## config.mk

```make
export PLATFORM = sky130hd
export DESIGN_NAME = mpic_top
export DESIGN_NICKNAME = d
export VERILOG_FILES = /design/src/rtl/mpic_pkg.sv /design/src/rtl/mpic_cpu_bank.sv /design/src/rtl/mpic_global_bank.sv /design/src/rtl/mpic_level_enc.sv /design/src/rtl/mpic_top.sv
export SDC_FILE = /design/constraint.sdc
export NUM_CORES = 1
export LEC_CHECK = 0
export BUFFER_PORTS_ARGS = -buffer_cell sky130_fd_sc_hd__buf_2
export CAP_MARGIN = 15
export CORE_MARGIN = 8
export CORE_UTILIZATION = 27
export CTS_CLUSTER_DIAMETER = 30
export DETAILED_ROUTE_END_ITERATION = 12
export GPL_TIMING_DRIVEN = 0
export SLEW_MARGIN = 20
export SYNTH_ARGS = -nofsm -noshare
export SYNTH_HDL_FRONTEND = slang
export SYNTH_SLANG_ARGS = --single-unit
```

## constraint.sdc

```tcl
create_clock -name clk -period 3.4 [get_ports clk]
set_input_delay 0.34 -clock clk [delete_from_list [all_inputs] [get_ports clk]]
set_output_delay 0.34 -clock clk [all_outputs]
set_load 0.005 [all_outputs]
```

## src/rtl/mpic_pkg.sv

```systemverilog
package mpic_pkg;
    localparam int WORD_W = 32;
    localparam int LVL_W  = 4;

    localparam logic [11:0] OFF_PEND  = 12'h000;
    localparam logic [11:0] OFF_CLR   = 12'h004;
    localparam logic [11:0] OFF_SET   = 12'h008;
    localparam logic [11:0] OFF_GMASK = 12'h004;
    localparam logic [11:0] OFF_GMCLR = 12'h008;
    localparam logic [11:0] OFF_GMSET = 12'h00C;
    localparam logic [11:0] OFF_GTGT  = 12'h010;

    typedef enum logic [0:0] {
        BUS_IDLE = 1'b0,
        BUS_RESP = 1'b1
    } bus_state_t;

    function automatic logic [LVL_W-1:0] bit_level(input int k);
        if (k < 16) return LVL_W'(k);
        return LVL_W'(k - 16);
    endfunction
endpackage

```

## src/rtl/mpic_cpu_bank.sv

```systemverilog
module mpic_cpu_bank
    import mpic_pkg::*;
(
    input  logic              clk,
    input  logic              rst,
    input  logic              set_we,
    input  logic              clr_we,
    input  logic [WORD_W-1:0] wdata,
    output logic [WORD_W-1:0] pend
);
    always_ff @(posedge clk) begin
        if (rst)         pend <= '0;
        else if (set_we) pend <= pend | wdata;
        else if (clr_we) pend <= pend & ~wdata;
    end

    // bits written as 1 to the set word are present afterwards
    a_r2_set_sticks: assert property (@(posedge clk) disable iff (rst)
        set_we |=> ((pend & $past(wdata)) == $past(wdata)));
    // bits written as 1 to the clear word are gone afterwards
    a_r3_clear_drops: assert property (@(posedge clk) disable iff (rst)
        (clr_we && !set_we) |=> ((pend & $past(wdata)) == '0));
    // zeros written never disturb the other bits
    a_r3_zero_keeps: assert property (@(posedge clk) disable iff (rst)
        (clr_we && !set_we) |=> ((pend & ~$past(wdata)) == ($past(pend) & ~$past(wdata))));
    a_r2_idle_stable: assert property (@(posedge clk) disable iff (rst)
        (!set_we && !clr_we) |=> $stable(pend));
endmodule

```

## src/rtl/mpic_global_bank.sv

```systemverilog
module mpic_global_bank
    import mpic_pkg::*;
#(
    parameter int TGT_W = 2
) (
    input  logic              clk,
    input  logic              rst,
    input  logic [WORD_W-1:0] dev_irq,
    input  logic              mset_we,
    input  logic              mclr_we,
    input  logic              tgt_we,
    input  logic [WORD_W-1:0] wdata,
    output logic [WORD_W-1:0] gpend,
    output logic [WORD_W-1:0] mask,
    output logic [TGT_W-1:0]  target
);
    always_ff @(posedge clk) begin
        if (rst) begin
            gpend  <= '0;
            mask   <= '1;
            target <= '0;
        end else begin
            gpend <= dev_irq;
            if (mset_we)      mask <= mask | wdata;
            else if (mclr_we) mask <= mask & ~wdata;
            if (tgt_we) target <= wdata[TGT_W-1:0];
        end
    end

    // the mask moves only on mask-set or mask-clear writes
    a_r4_mask_hold: assert property (@(posedge clk) disable iff (rst)
        (!mset_we && !mclr_we) |=> $stable(mask));
    a_r4_mask_set: assert property (@(posedge clk) disable iff (rst)
        mset_we |=> ((mask & $past(wdata)) == $past(wdata)));
    // steering register holds between writes
    a_r6_target_hold: assert property (@(posedge clk) disable iff (rst)
        !tgt_we |=> $stable(target));
endmodule

```

## src/rtl/mpic_level_enc.sv

```systemverilog
module mpic_level_enc
    import mpic_pkg::*;
(
    input  logic [WORD_W-1:0] vec,
    output logic [LVL_W-1:0]  lvl
);
    always_comb begin
        lvl = '0;
        for (int k = 1; k < WORD_W; k++) begin
            if (vec[k] && (bit_level(k) > lvl)) lvl = bit_level(k);
        end
    end

    // a zero level only when no level-carrying bit is set
    always_comb begin
        a_r7_zero_level: assert ((lvl == '0) == ((vec & ~32'h0001_0001) == '0));
    end
endmodule

```

## src/rtl/mpic_top.sv

```systemverilog
module mpic_top
    import mpic_pkg::*;
#(
    parameter int NCPU      = 4,
    parameter int ADDR_W    = 15,
    parameter int PAGE_BITS = 12
) (
    input  logic                  clk,
    input  logic                  rst,
    input  logic [WORD_W-1:0]     dev_irq,
    input  logic                  bus_en,
    input  logic                  bus_we,
    input  logic [ADDR_W-1:0]     bus_addr,
    input  logic [WORD_W-1:0]     bus_wdata,
    output logic [WORD_W-1:0]     bus_rdata,
    output logic                  bus_rvalid,
    output logic [NCPU*LVL_W-1:0] cpu_level,
    output logic                  nmi
);
    localparam int PAGE_W   = ADDR_W - PAGE_BITS;
    localparam int TGT_W    = (NCPU > 1) ? $clog2(NCPU) : 1;
    localparam int GLB_PAGE = NCPU;

    logic [PAGE_W-1:0]    page;
    logic [11:0]          off;
    logic                 wr_req, rd_req;
    logic                 glb_hit;
    logic [WORD_W-1:0]    cpu_pend [NCPU];
    logic [WORD_W-1:0]    gpend, gmask, gsrc;
    logic [TGT_W-1:0]     target;
    logic [WORD_W-1:0]    rd_word;
    bus_state_t           state_q, state_d;

    assign page    = bus_addr[ADDR_W-1:PAGE_BITS];
    assign off     = 12'(bus_addr[PAGE_BITS-1:0]);
    assign wr_req  = bus_en && bus_we;
    assign rd_req  = bus_en && !bus_we;
    assign glb_hit = (page == PAGE_W'(GLB_PAGE));
    assign gsrc    = gpend & ~gmask;

    // ---------------- per-processor banks and level outputs ----------------
    for (genvar c = 0; c < NCPU; c++) begin : g_cpu
        logic               hit;
        logic [WORD_W-1:0]  vec;
        logic [LVL_W-1:0]   lvl;

        assign hit = wr_req && (page == PAGE_W'(c));
        assign vec = cpu_pend[c] | ((target == TGT_W'(c)) ? gsrc : '0);

        mpic_cpu_bank u_bank (
            .clk    (clk),
            .rst    (rst),
            .set_we (hit && (off == OFF_SET)),
            .clr_we (hit && (off == OFF_CLR)),
            .wdata  (bus_wdata),
            .pend   (cpu_pend[c])
        );

        mpic_level_enc u_enc (
            .vec (vec),
            .lvl (lvl)
        );

        always_ff @(posedge clk) begin
            if (rst) cpu_level[c*LVL_W +: LVL_W] <= '0;
            else     cpu_level[c*LVL_W +: LVL_W] <= lvl;
        end

        // a processor not named by the steering register never sees
        // a global source above its own pending bits
        a_r8_steer_only: assert property (@(posedge clk) disable iff (rst)
            (target != TGT_W'(c) && cpu_pend[c] == '0 && !$rose(rst))
            |=> (cpu_level[c*LVL_W +: LVL_W] == '0) || ($past(target) == TGT_W'(c))
                || ($past(cpu_pend[c]) != '0));
    end

    // ---------------- global bank ----------------
    mpic_global_bank #(.TGT_W(TGT_W)) u_glb (
        .clk     (clk),
        .rst     (rst),
        .dev_irq (dev_irq),
        .mset_we (wr_req && glb_hit && (off == OFF_GMSET)),
        .mclr_we (wr_req && glb_hit && (off == OFF_GMCLR)),
        .tgt_we  (wr_req && glb_hit && (off == OFF_GTGT)),
        .wdata   (bus_wdata),
        .gpend   (gpend),
        .mask    (gmask),
        .target  (target)
    );

    always_ff @(posedge clk) begin
        if (rst) nmi <= 1'b0;
        else     nmi <= gpend[WORD_W-1] && !gmask[WORD_W-1];
    end

    // ---------------- read decode ----------------
    always_comb begin
        rd_word = '0;
        for (int c = 0; c < NCPU; c++) begin
            if (page == PAGE_W'(c) && off == OFF_PEND) rd_word = cpu_pend[c];
        end
        if (glb_hit) begin
            unique case (off)
                OFF_PEND:  rd_word = gpend;
                OFF_GMASK: rd_word = gmask;
                OFF_GTGT:  rd_word = WORD_W'(target);
                default:   ;
            endcase
        end
    end

    // ---------------- bus response state machine ----------------
    always_ff @(posedge clk) begin
        if (rst) state_q <= BUS_IDLE;
        else     state_q <= state_d;
    end

    always_comb begin
        state_d = state_q;
        unique case (state_q)
            BUS_IDLE: if (rd_req)  state_d = BUS_RESP;
            BUS_RESP: if (!rd_req) state_d = BUS_IDLE;
            default:  state_d = BUS_IDLE;
        endcase
    end

    always_ff @(posedge clk) begin
        if (rst)         bus_rdata <= '0;
        else if (rd_req) bus_rdata <= rd_word;
    end

    assign bus_rvalid = (state_q == BUS_RESP);

    // response exactly one cycle after each read request
    a_r11_resp: assert property (@(posedge clk) disable iff (rst)
        rd_req |=> bus_rvalid);
    a_r11_quiet: assert property (@(posedge clk) disable iff (rst)
        !rd_req |=> !bus_rvalid);
    // nmi needs the memory-error source unmasked on the previous edge
    a_r9_nmi_mask: assert property (@(posedge clk) disable iff (rst)
        (gmask[WORD_W-1] && !$rose(rst)) |=> !nmi);
endmodule

```

* After elaboration in Yosys (flattened, before gate mapping)
Index checks and enable logic that the tools add are counted.
** Operators by class
- Magnitude comparators :: 120
- Equality and inequality tests :: 11
- Mux-type cells :: 145
- Bitwise gates (word level) :: 17
- Reduce and logical (&&, ||, !) cells :: 153
** Operators by type and width (number)
- $mux W32 :: 19
- $mux W4 :: 112
- $or A32 B32 Y32 :: 9
- $gt A4 B4 Y1 const A :: 64
- $and A32 B32 Y32 :: 6
- $logic_and A1 B1 Y1 :: 143
- $gt A3 B4 Y1 const A :: 28
- $pmux W32 S3 :: 1
- $not A32 Y32 :: 2
- $gt A1 B4 Y1 const A :: 8
- $gt A2 B4 Y1 const A :: 8
- $eq A12 B4 Y1 const B :: 2
- $mux W2 :: 8
- $eq A12 B3 Y1 const B :: 1
- $eq A12 B5 Y1 const B :: 1
- $gt A3 B2 Y1 const A :: 4
- $logic_not A12 Y1 :: 1
- $reduce_bool A2 Y1 :: 5
- $gt A2 B1 Y1 const A :: 4
- $gt A2 B2 Y1 const A :: 4
- $eq A3 B2 Y1 const B :: 2
- $mux W1 :: 5
- $eq A2 B2 Y1 const B :: 2
- $eq A3 B1 Y1 const B :: 1
- 5 further kinds :: 6
** Storage, ports and cells
- Bits in registers :: 244
- Input port bits :: 83
- Logic and storage cells :: 460

* Longest topological paths before layout
- Depth in word-level cells :: 95
- Depth in mapped cells :: 12

* Cells and area by module
From an unflattened synthesis, not the netlist that was laid out.
** Second synthesis, totals
- Cell total of the unflattened synthesis :: 1552
- Area total of the unflattened synthesis :: 14027.2 um2
** By module, submodules not included
- mpic_cpu_bank :: times used 4, cells each 137, area an instance 1413.9 um2, seq. area each 640.6 um2
- mpic_top :: times used 1, cells each 529, area an instance 4468.0 um2, seq. area each 1001.0 um2
- mpic_global_bank :: times used 1, cells each 179, area an instance 2067.0 um2, seq. area each 1321.3 um2
- mpic_level_enc :: times used 4, cells each 74, area an instance 459.2 um2, seq. area each 0.0 um2

* Worst setup path after synthesis
OpenSTA, ideal clock, no wires.
- Path kind :: flip-flop to flip-flop
- Start point :: register u_glb.gpend[15]
- End point :: register cpu_level[12]
- Library setup time :: 0.124 ns
- Data arrival time :: 2.737 ns
- Data required time :: 3.276 ns
- Slack :: 0.538 ns
- Stages on the path, launching flop included :: 11
- Path buffers :: 1
- Cells stage by stage :: dfxtp_1 > nor2b_1 > clkbuf_1 > a2111o_1 > nor4_4 > nand2_2 > or4_1 > o21ai_1 > o2bb2ai_1 > and3_1 > a2111o_1
** Between the ends
- Word-level cells in the longest chain between the ends :: 53
** Ends and longest elaborated chain
- start: declaration :: line mpic_global_bank.sv:13 : output logic [WORD_W-1:0] gpend,
- start signal: assignment :: line mpic_global_bank.sv:23 : gpend <= dev_irq;
- $and A32 B32 Y32 (*) :: line mpic_top.sv:39 : assign gsrc = gpend & ~gmask;
- $mux W32 (*) :: line mpic_top.sv:48 : assign vec = cpu_pend[c] | ((target == TGT_W'(c)) ? gsrc : '0);
- $or A32 B32 Y32 (*) :: line mpic_top.sv:48
- $logic_and A1 B1 Y1 (*) :: line mpic_level_enc.sv:10 : if (vec[k] && (bit_level(k) > lvl)) lvl = bit_level(k);
- $mux W4 (*) :: line mpic_level_enc.sv:10
- $gt A1 B4 Y1 :: line mpic_level_enc.sv:10
- $logic_and A1 B1 Y1 :: line mpic_level_enc.sv:10
- $mux W4 (*) :: line mpic_level_enc.sv:10
- [37 not listed]
- $logic_and A1 B1 Y1 :: line mpic_level_enc.sv:10
- $mux W4 (*) :: line mpic_level_enc.sv:10
- $gt A4 B4 Y1 :: line mpic_level_enc.sv:10
- $logic_and A1 B1 Y1 :: line mpic_level_enc.sv:10
- $mux W4 (*) :: line mpic_level_enc.sv:10
- $gt A4 B4 Y1 :: line mpic_level_enc.sv:10
- $logic_and A1 B1 Y1 :: line mpic_level_enc.sv:10
- $mux W4 (*) :: line mpic_level_enc.sv:10
- end signal: indexed assignment :: line mpic_top.sv:66 : else cpu_level[c*LVL_W +: LVL_W] <= lvl;
- end: declaration :: line mpic_top.sv:17 : output logic [NCPU*LVL_W-1:0] cpu_level,
Mark *: on every way between the ends. The rest lies on a longest branch, timed or not.
A chain may end at the register's enable or synchronous reset.

* Final worst setup path
- Start point :: register u_glb.target[1]
- End point :: register cpu_level[12]
** Between the ends
- Word-level cells in the longest chain between the ends :: 94
** Ends and longest elaborated chain
- start: declaration :: line mpic_global_bank.sv:15 : output logic [TGT_W-1:0] target
- start signal: assignment :: line mpic_global_bank.sv:26 : if (tgt_we) target <= wdata[TGT_W-1:0];
- $eq A2 B2 Y1 (*) :: line mpic_top.sv:48
- $mux W32 (*) :: line mpic_top.sv:48
- $or A32 B32 Y32 (*) :: line mpic_top.sv:48
- $mux W1 :: line mpic_level_enc.sv:10
- $gt A2 B1 Y1 :: line mpic_level_enc.sv:10
- $logic_and A1 B1 Y1 :: line mpic_level_enc.sv:10
- $mux W2 :: line mpic_level_enc.sv:10
- $gt A2 B2 Y1 :: line mpic_level_enc.sv:10
- [78 not listed]
- $logic_and A1 B1 Y1 :: line mpic_level_enc.sv:10
- $mux W4 :: line mpic_level_enc.sv:10
- $gt A4 B4 Y1 :: line mpic_level_enc.sv:10
- $logic_and A1 B1 Y1 :: line mpic_level_enc.sv:10
- $mux W4 :: line mpic_level_enc.sv:10
- $gt A4 B4 Y1 :: line mpic_level_enc.sv:10
- $logic_and A1 B1 Y1 :: line mpic_level_enc.sv:10
- $mux W4 (*) :: line mpic_level_enc.sv:10
Marks and branches as above.

==> flow_metrics.py <==
metrics = {
    "detailed_routing": {
        "detail_route.wl_per_cell_um": 25.2,
        "drt_iter0_drc": 1511,
        "vias": 14100,
        "drt-total-wl_mm": 62.1,
        "vias_per_cell": 5.71,
        "antenna_left": 0,
        "drt-pass1-iter-count": 5,
        "drc": 0,
    },
    "grt": {
        "grt_pass1_wl_mm": 91.2,
        "grt.total_usage_pct": 21.4,
        "antenna_found_initial": 0,
        "grt_max_degree": 17,
        "grt-ovfl-total": 0,
        "grt_pass1_vias": 13700,
    },
    "power_and_ir_drop": {
        "p_seq_share_pct": 31.2,
        "power_mw": 9.42,
        "power_density_nw_per_um2": 545,
        "combPwrFrac_pct": 4.6,
        "power.share.clock_pct": 64.2,
        "p_switching_mw": 2.15,
        "p_sw_share_pct": 22.8,
        "p_int_mw": 7.27,
        "max-vdd-ir-drop_mv": 0.372,
        "leakagePower_nw": 6.49,
    },
    "status": {
        "outcome": "finished, final reports clean",
    },
    "die": {
        "start_util_pct": 27.4,
        "core_area_um2": 47800,
        "die_y_um": 236,
        "rows": 80,
        "io_pins": 133,
        "dieArea_um2": 55800,
        "chipWidth_um": 236,
    },
    "worst_setup_path": {
        "cp_data_required_time_ps": 3850,
        "max_stage_delay_ps": 500,
        "cp_data_arrival_time_ps": 3810,
        "crit-reg2reg-launch": "u_glb.target[1]",
        "critPathTopFamily": "compound AO/OA/AOI/OAI gates",
        "critical_path_buf_inv_count": 1,
        "crit_chain": "and2_1, buf_2, a2111oi_4, o41ai_2, and2_1, o311ai_0, a21boi_1, o32ai_1, a211oi_1, a2111o_1",
        "worstSetupPathType": "reg -> reg",
        "end_kind": "register",
        "r2r-end": "cpu_level[12]",
        "regToRegSetupSlack_ps": 40,
        "path_common_cell": "and2_1",
        "worstSetupStartpointType": "register",
        "crit_path_top_delay_cell": "a2111o_1",
        "worstRegToRegCells": 10,
        "path_max_fanout": 10,
    },
    "sta": {
        "post-route-period-util_pct": 98.7,
        "final_max_slew_viol_count": 0,
        "fmax_mhz": 298,
        "fin_crit_ps": 3360,
        "hold_viol": 0,
        "skew_ps": 21.4,
        "finalSetupViolCount": 0,
        "fin_setup_tns_ps": 0,
        "maxSlewHeadroom_pct": 33.1,
        "tightest_slew_ps": 1000,
    },
    "layout": {
        "final_common_cell": "nor2_1",
        "final_cell_mix": "nor2_1 (269), dfxtp_1 (242), nand2_1 (169)",
        "nets": 1888,
        "final_cell_area_um2": 17300,
        "fin_cells": 2469,
        "fillers": 4939,
        "synthToLayoutAreaGrowth_pct": 31.8,
        "layout-drive-gt1-share_pct": 16.8,
        "utilization_pct": 36.1,
    },
    "yosys": {
        "synth_compound_area_share_pct": 27.0,
        "avgSynthCellArea_um2": 8.16,
        "yosys.area_share.adder_pct": 0,
        "synth.distinct_cells": 71,
        "synth_edf_count": 0,
        "synth_area_um2": 13100,
        "synthesis.nets": 1689,
        "synthFlopType": "dfxtp_1",
        "yosys.area_share.simple_pct": 23.2,
        "synth_top_family_by_area": "compound AO/OA/AOI/OAI gates",
        "synth_xor_area_share_pct": 0.0668,
        "ys_seq_elements": 244,
        "yosysWarningCount": 0,
        "synth_mux_area_share_pct": 8.10,
        "ys_seq_area_share_pct": 37.3,
        "syn_inst": 1606,
        "async_flop_share_pct": 0,
    },
    "min_path": {
        "hold_start": "bus_wdata[1]",
        "hp-class": "in -> reg",
        "min_path_cells": 3,
    },
    "placed_design": {
        "place.gp.congestion": 0.986,
        "dp_cells": 2321,
        "io_buffers": 99,
        "placed_cell_area_um2": 14400,
        "place_hpwl_mm": 45.9,
    },
    "clock_tree": {
        "cts_made_buffers": 60,
        "tritoncts": "built",
        "cts_htree_levels": 2,
        "clkTransAtPathRegs_ps": 50,
        "cts.path.max_buffers": 3,
        "cts_root_buffer": "clkbuf_16",
        "clock_latency_ps": 610,
        "cts.sinks": 244,
    },
    "flow_run": {
        "drv_cap": 0,
    },
}
[power by group through the flow]
stage	combinational [mW]	sequential, mW	clock [mW]
after CTS	0.435	2.94	6.11
after floorplan	0.225	2.98	0
after global placement	0.400	2.99	0
after global routing	0.469	2.94	6.27
after detailed placement	0.405	2.99	0
final	0.435	2.94	6.04
[how the worst max path moves through the flow]
stage | from | endpoint | slack (ps) | depth (start not counted)
final | u_glb.target[1] | cpu_level[12] | 40 | 10
after global routing | u_glb.target[1] | cpu_level[7] | -8 | 9
after CTS | u_glb.target[0] | cpu_level[6] | 4 | 10
after detailed placement | u_glb.target[1] | cpu_level[9] | -980 | 12
after global placement | u_glb.target[1] | cpu_level[6] | -1020 | 10
after floorplan | u_glb.gpend[15] | cpu_level[12] | 540 | 10
[worst register-to-register path, stage by stage (launching register included)]
cell and delay, ps:
dfxtp_2 400, and2_1 220, buf_2 250, a2111oi_4 480, o41ai_2 200, and2_1 230, o311ai_0 390, a21boi_1 130
o32ai_1 240, a211oi_1 160, a2111o_1 500
[layout make-up]
type / instances / area [µm²] / share of cell area, %
multi-input combinational: 1212 / 7970 / 46.1
sequential: 244 / 4890 / 28.3
clock buffer: 72 / 1660 / 9.59
timing repair buffer: 138 / 868 / 5.03
tap: 615 / 769 / 4.46
buffer: 139 / 578 / 3.35
clock inverter: 38 / 504 / 2.92
inverter: 10 / 37.5 / 0.217
antenna: 1 / 2.50 / 0.0145
[repair_timing]
action,4_1_cts,5_1_grt
hold endpoints to repair,32,0
setup buffers,4,2
pin swaps,6,3
hold buffers,32,0
resized for setup,48,32
setup endpoints to repair,14,9
[per-stage QoR]
stage          hold WS, ps  setup WS (ps)
2_1_floorplan          460            538
3_3_place_gp           476          -1020
3_5_place_dp           486           -978
4_1_cts                113           3.88
5_1_grt                153          -7.81
6_report               137           44.2
[per-layer routing]
layer | part of all wire (%) | vias to the layer above | track usage, %
met3 | 9.4 | 158 | 5.23
met5 | 0 | - | 0
met1 | 42 | 6817 | 28.0
met4 | 4.6 | 0 | 9.32
li1 | - | 6343 | -
met2 | 44 | 789 | 33.1
[cells by family (layout without fill, tap and decap cells)]
group / after synthesis / after routing
other: 0 / 1
xor gates and xnor gates: 1 / 1
and+or+nand+nor: 656 / 656
DFF: 244 / 244
buffers and inverters: 150 / 397
muxes: 66 / 66
AOI/OAI and AO/OA: 489 / 489
[cells in the mapped netlist, types with 4 or more instances]
master     number  area share (%)
a211oi_1       42             2.4
a311o_1        33             2.5
dfxtp_1       244              37
nand4_1         7            0.33
a221o_1         5            0.38
and4b_1         6            0.46
o31ai_1         7            0.40
clkbuf_1      126             3.6
buf_2           7            0.27
a2111o_1        8            0.69
nand4b_1        4            0.27
nor2_1        271             7.8
inv_1          10            0.29
a21boi_0       29             1.7
nand2_1       170             4.9
o21a_1          8            0.46
buf_1           7            0.20
a31oi_1         8            0.38
o21ai_0        46             1.8
nand3_1        12            0.46
a21oi_1        95             3.6
mux4_2         32             5.5
a21o_1         14            0.80
a22oi_1       129             7.4
nor4bb_1        7            0.53
or4_1           5            0.29
and2_1          5            0.24
mux2i_1        34             2.6
nor4_1         10            0.48
nor2b_1        68             3.2
a2111oi_2       6            0.69
a21boi_1        6            0.34
a211o_1         6            0.40
a2111oi_0       8            0.53
nand2b_1       19            0.91
a311oi_1        4            0.27
or3_1           6            0.29
nor3_1         47             1.8
Note: power is estimated with default switching activity, not from simulation.
